## config.mk

```make
export PLATFORM = sky130hd
export DESIGN_NAME = cfg_portbridge
export DESIGN_NICKNAME = d
export VERILOG_FILES = /design/src/rtl/cfgbr_pkg.sv /design/src/rtl/cfgbr_present.sv /design/src/rtl/cfgbr_decode.sv /design/src/rtl/cfgbr_ctrl.sv /design/src/rtl/cfg_portbridge.sv
export SDC_FILE = /design/constraint.sdc
export NUM_CORES = 1
export LEC_CHECK = 0
export CAP_MARGIN = 20
export CORE_AREA = 2 2 167 169
export CTS_CLUSTER_DIAMETER = 40
export DETAILED_ROUTE_END_ITERATION = 10
export DIE_AREA = 0 0 169 171
export GPL_ROUTABILITY_DRIVEN = 0
export PLACE_DENSITY_LB_ADDON = 0.12
export RECOVER_POWER = 50
export SETUP_SLACK_MARGIN = 0.5
export SYNTH_ARGS = -nofsm -noshare
export SYNTH_HDL_FRONTEND = slang
export SYNTH_SLANG_ARGS = --single-unit
```

## constraint.sdc

```tcl
create_clock -name clk -period 3.68 [get_ports clk]
set_input_delay 0.736 -clock clk [delete_from_list [all_inputs] [get_ports clk]]
set_output_delay 0.736 -clock clk [all_outputs]
set_load 0.01 [all_outputs]
```

## src/rtl/cfgbr_pkg.sv

```systemverilog
package cfgbr_pkg;

   typedef enum logic [1:0] {
      SZ_BYTE  = 2'd0,
      SZ_WORD  = 2'd1,
      SZ_DWORD = 2'd2,
      SZ_RSVD  = 2'd3
   } xfer_size_e;

   typedef enum logic [1:0] {
      ACT_LATCH_WR,
      ACT_LATCH_RD,
      ACT_FWD,
      ACT_MISS
   } req_act_e;

   typedef enum logic [1:0] {
      ST_IDLE,
      ST_ISSUE,
      ST_WAIT,
      ST_RESP
   } br_state_e;

   typedef struct packed {
      logic        write;
      logic [7:0]  devfn;
      logic [7:0]  reg_off;
      logic [1:0]  size;
      logic [31:0] wdata;
   } cfg_cmd_t;

   function automatic logic [31:0] size_ones(input logic [1:0] sz);
      case (sz)
         SZ_BYTE: size_ones = 32'h0000_00FF;
         SZ_WORD: size_ones = 32'h0000_FFFF;
         default: size_ones = 32'hFFFF_FFFF;
      endcase
   endfunction

endpackage

```

## src/rtl/cfgbr_present.sv

```systemverilog
module cfgbr_present #(
   parameter int unsigned NUM_FN     = 256,
   parameter int unsigned HOST_DEVFN = 0,
   parameter int unsigned AUX_DEVFN  = 8
) (
   input  logic [NUM_FN-1:0] fn_present,
   output logic [255:0]      present_eff
);
   for (genvar g = 0; g < 256; g++) begin : g_fn
      if (g == HOST_DEVFN || g == AUX_DEVFN) begin : g_fixed
         assign present_eff[g] = 1'b1;
      end else if (g < NUM_FN) begin : g_ext
         assign present_eff[g] = fn_present[g];
      end else begin : g_none
         assign present_eff[g] = 1'b0;
      end
   end
endmodule

```

## src/rtl/cfgbr_decode.sv

```systemverilog
module cfgbr_decode
   import cfgbr_pkg::*;
#(
   parameter int unsigned          IO_AW     = 16,
   parameter logic [IO_AW-1:0]     ADDR_PORT = 'hCF8,
   parameter logic [IO_AW-1:0]     DATA_PORT = 'hCFC,
   parameter logic [7:0]           OWN_BUS   = 8'h00
) (
   input  logic             lat_en,
   input  logic [7:0]       lat_bus,
   input  logic [7:0]       lat_devfn,
   input  logic [7:0]       lat_reg,
   input  logic [255:0]     present_eff,
   input  logic             req_write,
   input  logic [IO_AW-1:0] req_port,
   input  logic [1:0]       req_size,
   input  logic [31:0]      req_wdata,
   output req_act_e         act,
   output cfg_cmd_t         cmd
);
   localparam int unsigned WHI = IO_AW - 1;

   logic [1:0] size_n;
   logic       hit_addr;
   logic       in_window;
   logic       target_ok;

   always_comb begin
      size_n    = (req_size == SZ_RSVD) ? SZ_DWORD : req_size;
      hit_addr  = (req_port == ADDR_PORT) && (size_n == SZ_DWORD);
      in_window = (req_port[WHI:2] == DATA_PORT[WHI:2]);
      target_ok = lat_en && (lat_bus == OWN_BUS) && present_eff[lat_devfn];

      cmd.write = req_write;
      cmd.devfn = lat_devfn;
      cmd.size  = size_n;
      cmd.wdata = req_wdata;
      if (size_n == SZ_DWORD)
         cmd.reg_off = {lat_reg[7:2], 2'b00};
      else
         cmd.reg_off = lat_reg | {6'b0, req_port[1:0]};

      if (hit_addr)
         act = req_write ? ACT_LATCH_WR : ACT_LATCH_RD;
      else if (in_window && target_ok)
         act = ACT_FWD;
      else
         act = ACT_MISS;
   end
endmodule

```

## src/rtl/cfgbr_ctrl.sv

```systemverilog
module cfgbr_ctrl
   import cfgbr_pkg::*;
(
   input  logic        clk,
   input  logic        rst_n,
   input  logic        req_valid,
   input  req_act_e    act,
   input  cfg_cmd_t    cmd,
   input  logic [31:0] latch_q,
   output logic        req_ready,
   output logic        latch_we,
   output logic        cfg_valid,
   output cfg_cmd_t    cmd_q,
   input  logic        cfg_rvalid,
   input  logic [31:0] cfg_rdata,
   output logic        rsp_valid,
   output logic [31:0] rsp_rdata,
   input  logic        rsp_ack
);
   br_state_e   state;
   logic [31:0] rsp_q;

   assign req_ready = (state == ST_IDLE);
   assign latch_we  = req_ready && req_valid && (act == ACT_LATCH_WR);
   assign cfg_valid = (state == ST_ISSUE);
   assign rsp_valid = (state == ST_RESP);
   assign rsp_rdata = rsp_q;

   always_ff @(posedge clk) begin
      if (!rst_n) begin
         state <= ST_IDLE;
         cmd_q <= '0;
         rsp_q <= '0;
      end else begin
         case (state)
            ST_IDLE: if (req_valid) begin
               cmd_q <= cmd;
               case (act)
                  ACT_FWD: state <= ST_ISSUE;
                  ACT_LATCH_RD: begin
                     rsp_q <= latch_q;
                     state <= ST_RESP;
                  end
                  ACT_MISS: begin
                     rsp_q <= cmd.write ? 32'h0 : size_ones(cmd.size);
                     state <= ST_RESP;
                  end
                  default: begin
                     rsp_q <= 32'h0;
                     state <= ST_RESP;
                  end
               endcase
            end
            ST_ISSUE: begin
               if (cmd_q.write) begin
                  rsp_q <= 32'h0;
                  state <= ST_RESP;
               end else begin
                  state <= ST_WAIT;
               end
            end
            ST_WAIT: if (cfg_rvalid) begin
               rsp_q <= cfg_rdata & size_ones(cmd_q.size);
               state <= ST_RESP;
            end
            default: if (rsp_ack) state <= ST_IDLE;
         endcase
      end
   end
endmodule

```

## src/rtl/cfg_portbridge.sv

```systemverilog
module cfg_portbridge
   import cfgbr_pkg::*;
#(
   parameter int unsigned      IO_AW      = 16,
   parameter logic [IO_AW-1:0] ADDR_PORT  = 'hCF8,
   parameter logic [IO_AW-1:0] DATA_PORT  = 'hCFC,
   parameter logic [7:0]       OWN_BUS    = 8'h00,
   parameter int unsigned      NUM_FN     = 256,
   parameter int unsigned      HOST_DEVFN = 0,
   parameter int unsigned      AUX_DEVFN  = 8
) (
   input  logic              clk,
   input  logic              rst_n,
   input  logic              io_req_valid,
   output logic              io_req_ready,
   input  logic              io_req_write,
   input  logic [IO_AW-1:0]  io_req_port,
   input  logic [1:0]        io_req_size,
   input  logic [31:0]       io_req_wdata,
   output logic              io_rsp_valid,
   output logic [31:0]       io_rsp_rdata,
   input  logic              io_rsp_ack,
   input  logic [NUM_FN-1:0] fn_present,
   output logic              cfg_valid,
   output logic              cfg_write,
   output logic [7:0]        cfg_devfn,
   output logic [7:0]        cfg_reg,
   output logic [1:0]        cfg_size,
   output logic [31:0]       cfg_wdata,
   input  logic              cfg_rvalid,
   input  logic [31:0]       cfg_rdata
);
   if (NUM_FN < 1 || NUM_FN > 256) begin : g_bad_fn
      $error("NUM_FN must lie in 1..256");
   end
   if (HOST_DEVFN > 255 || AUX_DEVFN > 255) begin : g_bad_fixed
      $error("fixed device/function numbers must fit in 8 bits");
   end
   if (IO_AW < 3) begin : g_bad_aw
      $error("IO_AW too small");
   end
   if (ADDR_PORT[1:0] != 2'b00 || DATA_PORT[1:0] != 2'b00) begin : g_bad_align
      $error("ports must be dword aligned");
   end

   logic [31:0]  addr_latch;
   logic [255:0] present_eff;
   req_act_e     act;
   cfg_cmd_t     cmd;
   cfg_cmd_t     cmd_q;
   logic         latch_we;

   always_ff @(posedge clk) begin
      if (!rst_n)        addr_latch <= 32'h0;
      else if (latch_we) addr_latch <= io_req_wdata;
   end

   cfgbr_present #(
      .NUM_FN(NUM_FN), .HOST_DEVFN(HOST_DEVFN), .AUX_DEVFN(AUX_DEVFN)
   ) u_present (
      .fn_present (fn_present),
      .present_eff(present_eff)
   );

   cfgbr_decode #(
      .IO_AW(IO_AW), .ADDR_PORT(ADDR_PORT), .DATA_PORT(DATA_PORT), .OWN_BUS(OWN_BUS)
   ) u_decode (
      .lat_en     (addr_latch[31]),
      .lat_bus    (addr_latch[23:16]),
      .lat_devfn  (addr_latch[15:8]),
      .lat_reg    (addr_latch[7:0]),
      .present_eff(present_eff),
      .req_write  (io_req_write),
      .req_port   (io_req_port),
      .req_size   (io_req_size),
      .req_wdata  (io_req_wdata),
      .act        (act),
      .cmd        (cmd)
   );

   cfgbr_ctrl u_ctrl (
      .clk       (clk),
      .rst_n     (rst_n),
      .req_valid (io_req_valid),
      .act       (act),
      .cmd       (cmd),
      .latch_q   (addr_latch),
      .req_ready (io_req_ready),
      .latch_we  (latch_we),
      .cfg_valid (cfg_valid),
      .cmd_q     (cmd_q),
      .cfg_rvalid(cfg_rvalid),
      .cfg_rdata (cfg_rdata),
      .rsp_valid (io_rsp_valid),
      .rsp_rdata (io_rsp_rdata),
      .rsp_ack   (io_rsp_ack)
   );

   assign cfg_write = cmd_q.write;
   assign cfg_devfn = cmd_q.devfn;
   assign cfg_reg   = cmd_q.reg_off;
   assign cfg_size  = cmd_q.size;
   assign cfg_wdata = cmd_q.wdata;
endmodule

```

==> reports/results.tsv <==
stage	metric	value	unit
pwr	p_sw	1.99	mW
yosys	ys_warn_count	0	
clock_tree	numCtsBuffers	17	
critical_path	critPathTopFamily	multiplexers	
route	vias	8734	
clock_tree	insertion_delay	0.41	ns
yosys	netlist.area_leader.share	31.9	%
floorplan	rows	61	
route	final_antenna_net_count	0	
floorplan	die_y	171	µm
job	maxCapViolCount	0	
pwr	p_per_area	428	mW/mm²
clock_tree	cts_tree	built	
yosys	synthFlopType	dfxtp_1	
timing	setup_tns	0	ns
pwr	p_seq_share	27.2	%
layout	fillers	2683	
global_route	track_usage	24.7	%
floorplan	initial_core_util	26.8	%
pwr	p_int	3.76	mW
timing	fin_crit_sh	92.8	%
global_route	grt_pass1_vias	8794	
critical_path	crit_arrival	3.71	ns
yosys	syn_avg_cell_area	8.21	µm²
timing	tightest_slew	1.36	ns
route	via_per_inst	5.15	
critical_path	crit_buf_inv	4	
layout	nNetsFinal	1680	
yosys	synth.largest_area_cell	dfxtp_1	
critical_path	crit_chain	clkdlybuf4s50_1 -> mux4_2 -> mux4_2 -> o22ai_2 -> nor3_2 -> or2_4 -> buf_12 -> a211oi_4 -> buf_12 -> buf_8 -> a2111oi_4 -> a2111oi_2	
status	status	completed	
timing	holdWs	0.448	ns
global_route	globalRoute.totalOverflow	0	
floorplan	num_io_pins	430	
yosys	syn_area	0.00733	mm²
pwr	p_leak	4.92	nW
floorplan	coreArea	0.0273	mm²
clock_tree	cts_htree_levels	4	
pwr	clkPwrFrac	30.4	%
yosys	synth_edf_count	0	
pwr	combPwrFrac	42.4	%
yosys	ys_async_sr_fraction	0	%
route	drt_iter0_markers	558	
floorplan	die-area	0.0289	mm²
layout	drive_gt1_share	14.7	%
route	totalWireLength	37.1	mm
yosys	synthCells	893	
route	drt-pass1-iter-count	5	
critical_path	r2r_setup_slack	0.29	ns
route	post_drt_wl_per_cell	21.9	µm
yosys	synthDistinctLibCells	52	
floorplan	fp.dieW	169	µm
clock_tree	cts_root_buf	clkbuf_16	
yosys	synth_seq_cells	117	
timing	hold_violations	0	
layout	area_delta_synth_final	82.8	%
route	drc_errors	0	
clock_tree	clock_path_buffers	2	
critical_path	start_kind	input pin	
global_route	antenna_found_initial	6	
critical_path	cpPeakStageDelay	0.53	ns
critical_path	path_class	input pin to flip-flop	
timing	skew	0.0127	ns
yosys	synth_area_leaders	dfxtp_1, nand2_1, mux2i_1	
timing	maxSlewViolCount	0	
yosys	ys_seq_area_share	31.9	%
critical_path	end_kind	flip-flop	
yosys	synthTopCellsByCount	nand2_1, a21oi_1, dfxtp_1	
clock_tree	clk_pin_slew	0.06	ns
timing	fin_ws	0.266	ns
placed_design	place_inst	1642	
placed_design	portBuffers	427	
global_route	grt_pass1_wl	53.9	mm
global_route	grt_max_degree	49	
pwr	ir_drop	0.350	mV
layout	finalNonFillerCells	1695	
critical_path	cp_max_fo	7	
critical_path	crit_slowest_cell	mux4_2	
critical_path	required	3.98	ns
yosys	syn-num-nets	1241	
layout	utilization	49.1	%
clock_tree	cts-hold-fix-buffers	0	
timing	relSlewSlack	9.16	%
placed_design	dp_hpwl	28.3	mm
min_path	holdCritPathClass	flip-flop to flip-flop	
placed_design	dp_slack	-0.368	ns
timing	fmax	0.293	GHz
timing	post-route-min-period	3.41	ns
pwr	swShare	34.6	%
timing	rsz0062_at_grt	yes	
clock_tree	cts.sinks	117	
timing	setup_viol	0	
yosys	yosysMostFrequentCell	nand2_1	
==> layout by cell type (no fill, tap or decap), drive strengths merged, types with 18 or more instances in the layout <==
| cell | n |
|---|---|
| nor3 | 25 |
| dlygate4sd2 | 19 |
| clkdlybuf4s50 | 301 |
| dfxtp | 117 |
| mux4 | 28 |
| mux2i | 78 |
| a2111oi | 40 |
| nand2 | 240 |
| a22oi | 31 |
| a21oi | 123 |
| clkbuf | 21 |
| nand3 | 18 |
| buf | 69 |
| dlygate4sd3 | 84 |
==> layer usage <==
| metal | share of wire, % | vias up | track usage, % |
|---|---|---|---|
| met5 | 0 | - | 0 |
| met4 | 1.8 | 0 | 6.61 |
| met3 | 8.2 | 31 | 7.15 |
| met2 | 47 | 345 | 40.1 |
| met1 | 43 | 4187 | 32.0 |
| li1 | - | 4171 | - |
==> per-stage QoR <==
step	total power, mW	cell area, µm²
2_1_floorplan	2.69	7350
3_3_place_gp	3.86	12300
3_5_place_dp	3.88	12300
4_1_cts	5.77	13100
5_1_grt	6.05	13400
6_report	5.74	13400
==> logic make-up after synthesis <==
kind of cell / count (synthesis) / synth area share (%)
DFF: 117 / 31.9
AOI/OAI and AO/OA: 240 / 22.7
and+or+nand+nor: 336 / 19.5
adders and majority gates: 4 / 0.683
buffers and inverters: 86 / 5.32
muxes: 110 / 19.9
==> flip-flops by register name, summed over array words and instances, names as in the netlist <==
name	cells
u_ctrl.cmd_q	51
addr_latch	32
u_ctrl.rsp_rdata	32
u_ctrl.state	2
==> power groups by stage <==
stage / clock network (mW) / registers, mW / logic (mW)
5_1_grt: 1.83 / 1.58 / 2.63
3_3_place_gp: 0 / 1.59 / 2.27
4_1_cts: 1.78 / 1.57 / 2.42
6_report: 1.75 / 1.56 / 2.43
2_1_floorplan: 0 / 1.66 / 1.04
3_5_place_dp: 0 / 1.59 / 2.29
==> worst min-delay path: stages (launching register included) <==
cell and delay [ns]:
dfxtp_1 0.30, nand2_1 0.05, a21oi_1 0.05
==> path summary, 6_finish.rpt <==
path	cells after the start	from	end
min reg2reg	2	u_ctrl.cmd_q[48]	u_ctrl.cmd_q[48]
min	2	u_ctrl.cmd_q[48]	u_ctrl.cmd_q[48]
max	12	fn_present[185]	u_ctrl.rsp_rdata[18]
max reg2reg	13	addr_latch[9]	u_ctrl.rsp_rdata[18]
==> layout make-up <==
type,count,area [µm²],share of cell area [%]
repair buffers,499,5090,38.0
multi-input cells,690,4890,36.5
flip-flops and latches,117,2350,17.5
clock buffers,18,439,3.28
well taps,346,433,3.23
clock inverters,13,169,1.26
inverters,7,27.5,0.205
diodes,5,12.5,0.0933
==> repair_timing <==
| action | in CTS | in global routing |
|---|---|---|
| cloned | 3 | 1 |
| resized for setup | 61 | 55 |
| setup endpoints to repair | 33 | 33 |
| pin swaps | 14 | 15 |
| buffers inserted | 5 | 8 |
No activity file was read; power rests on OpenSTA's default activity.
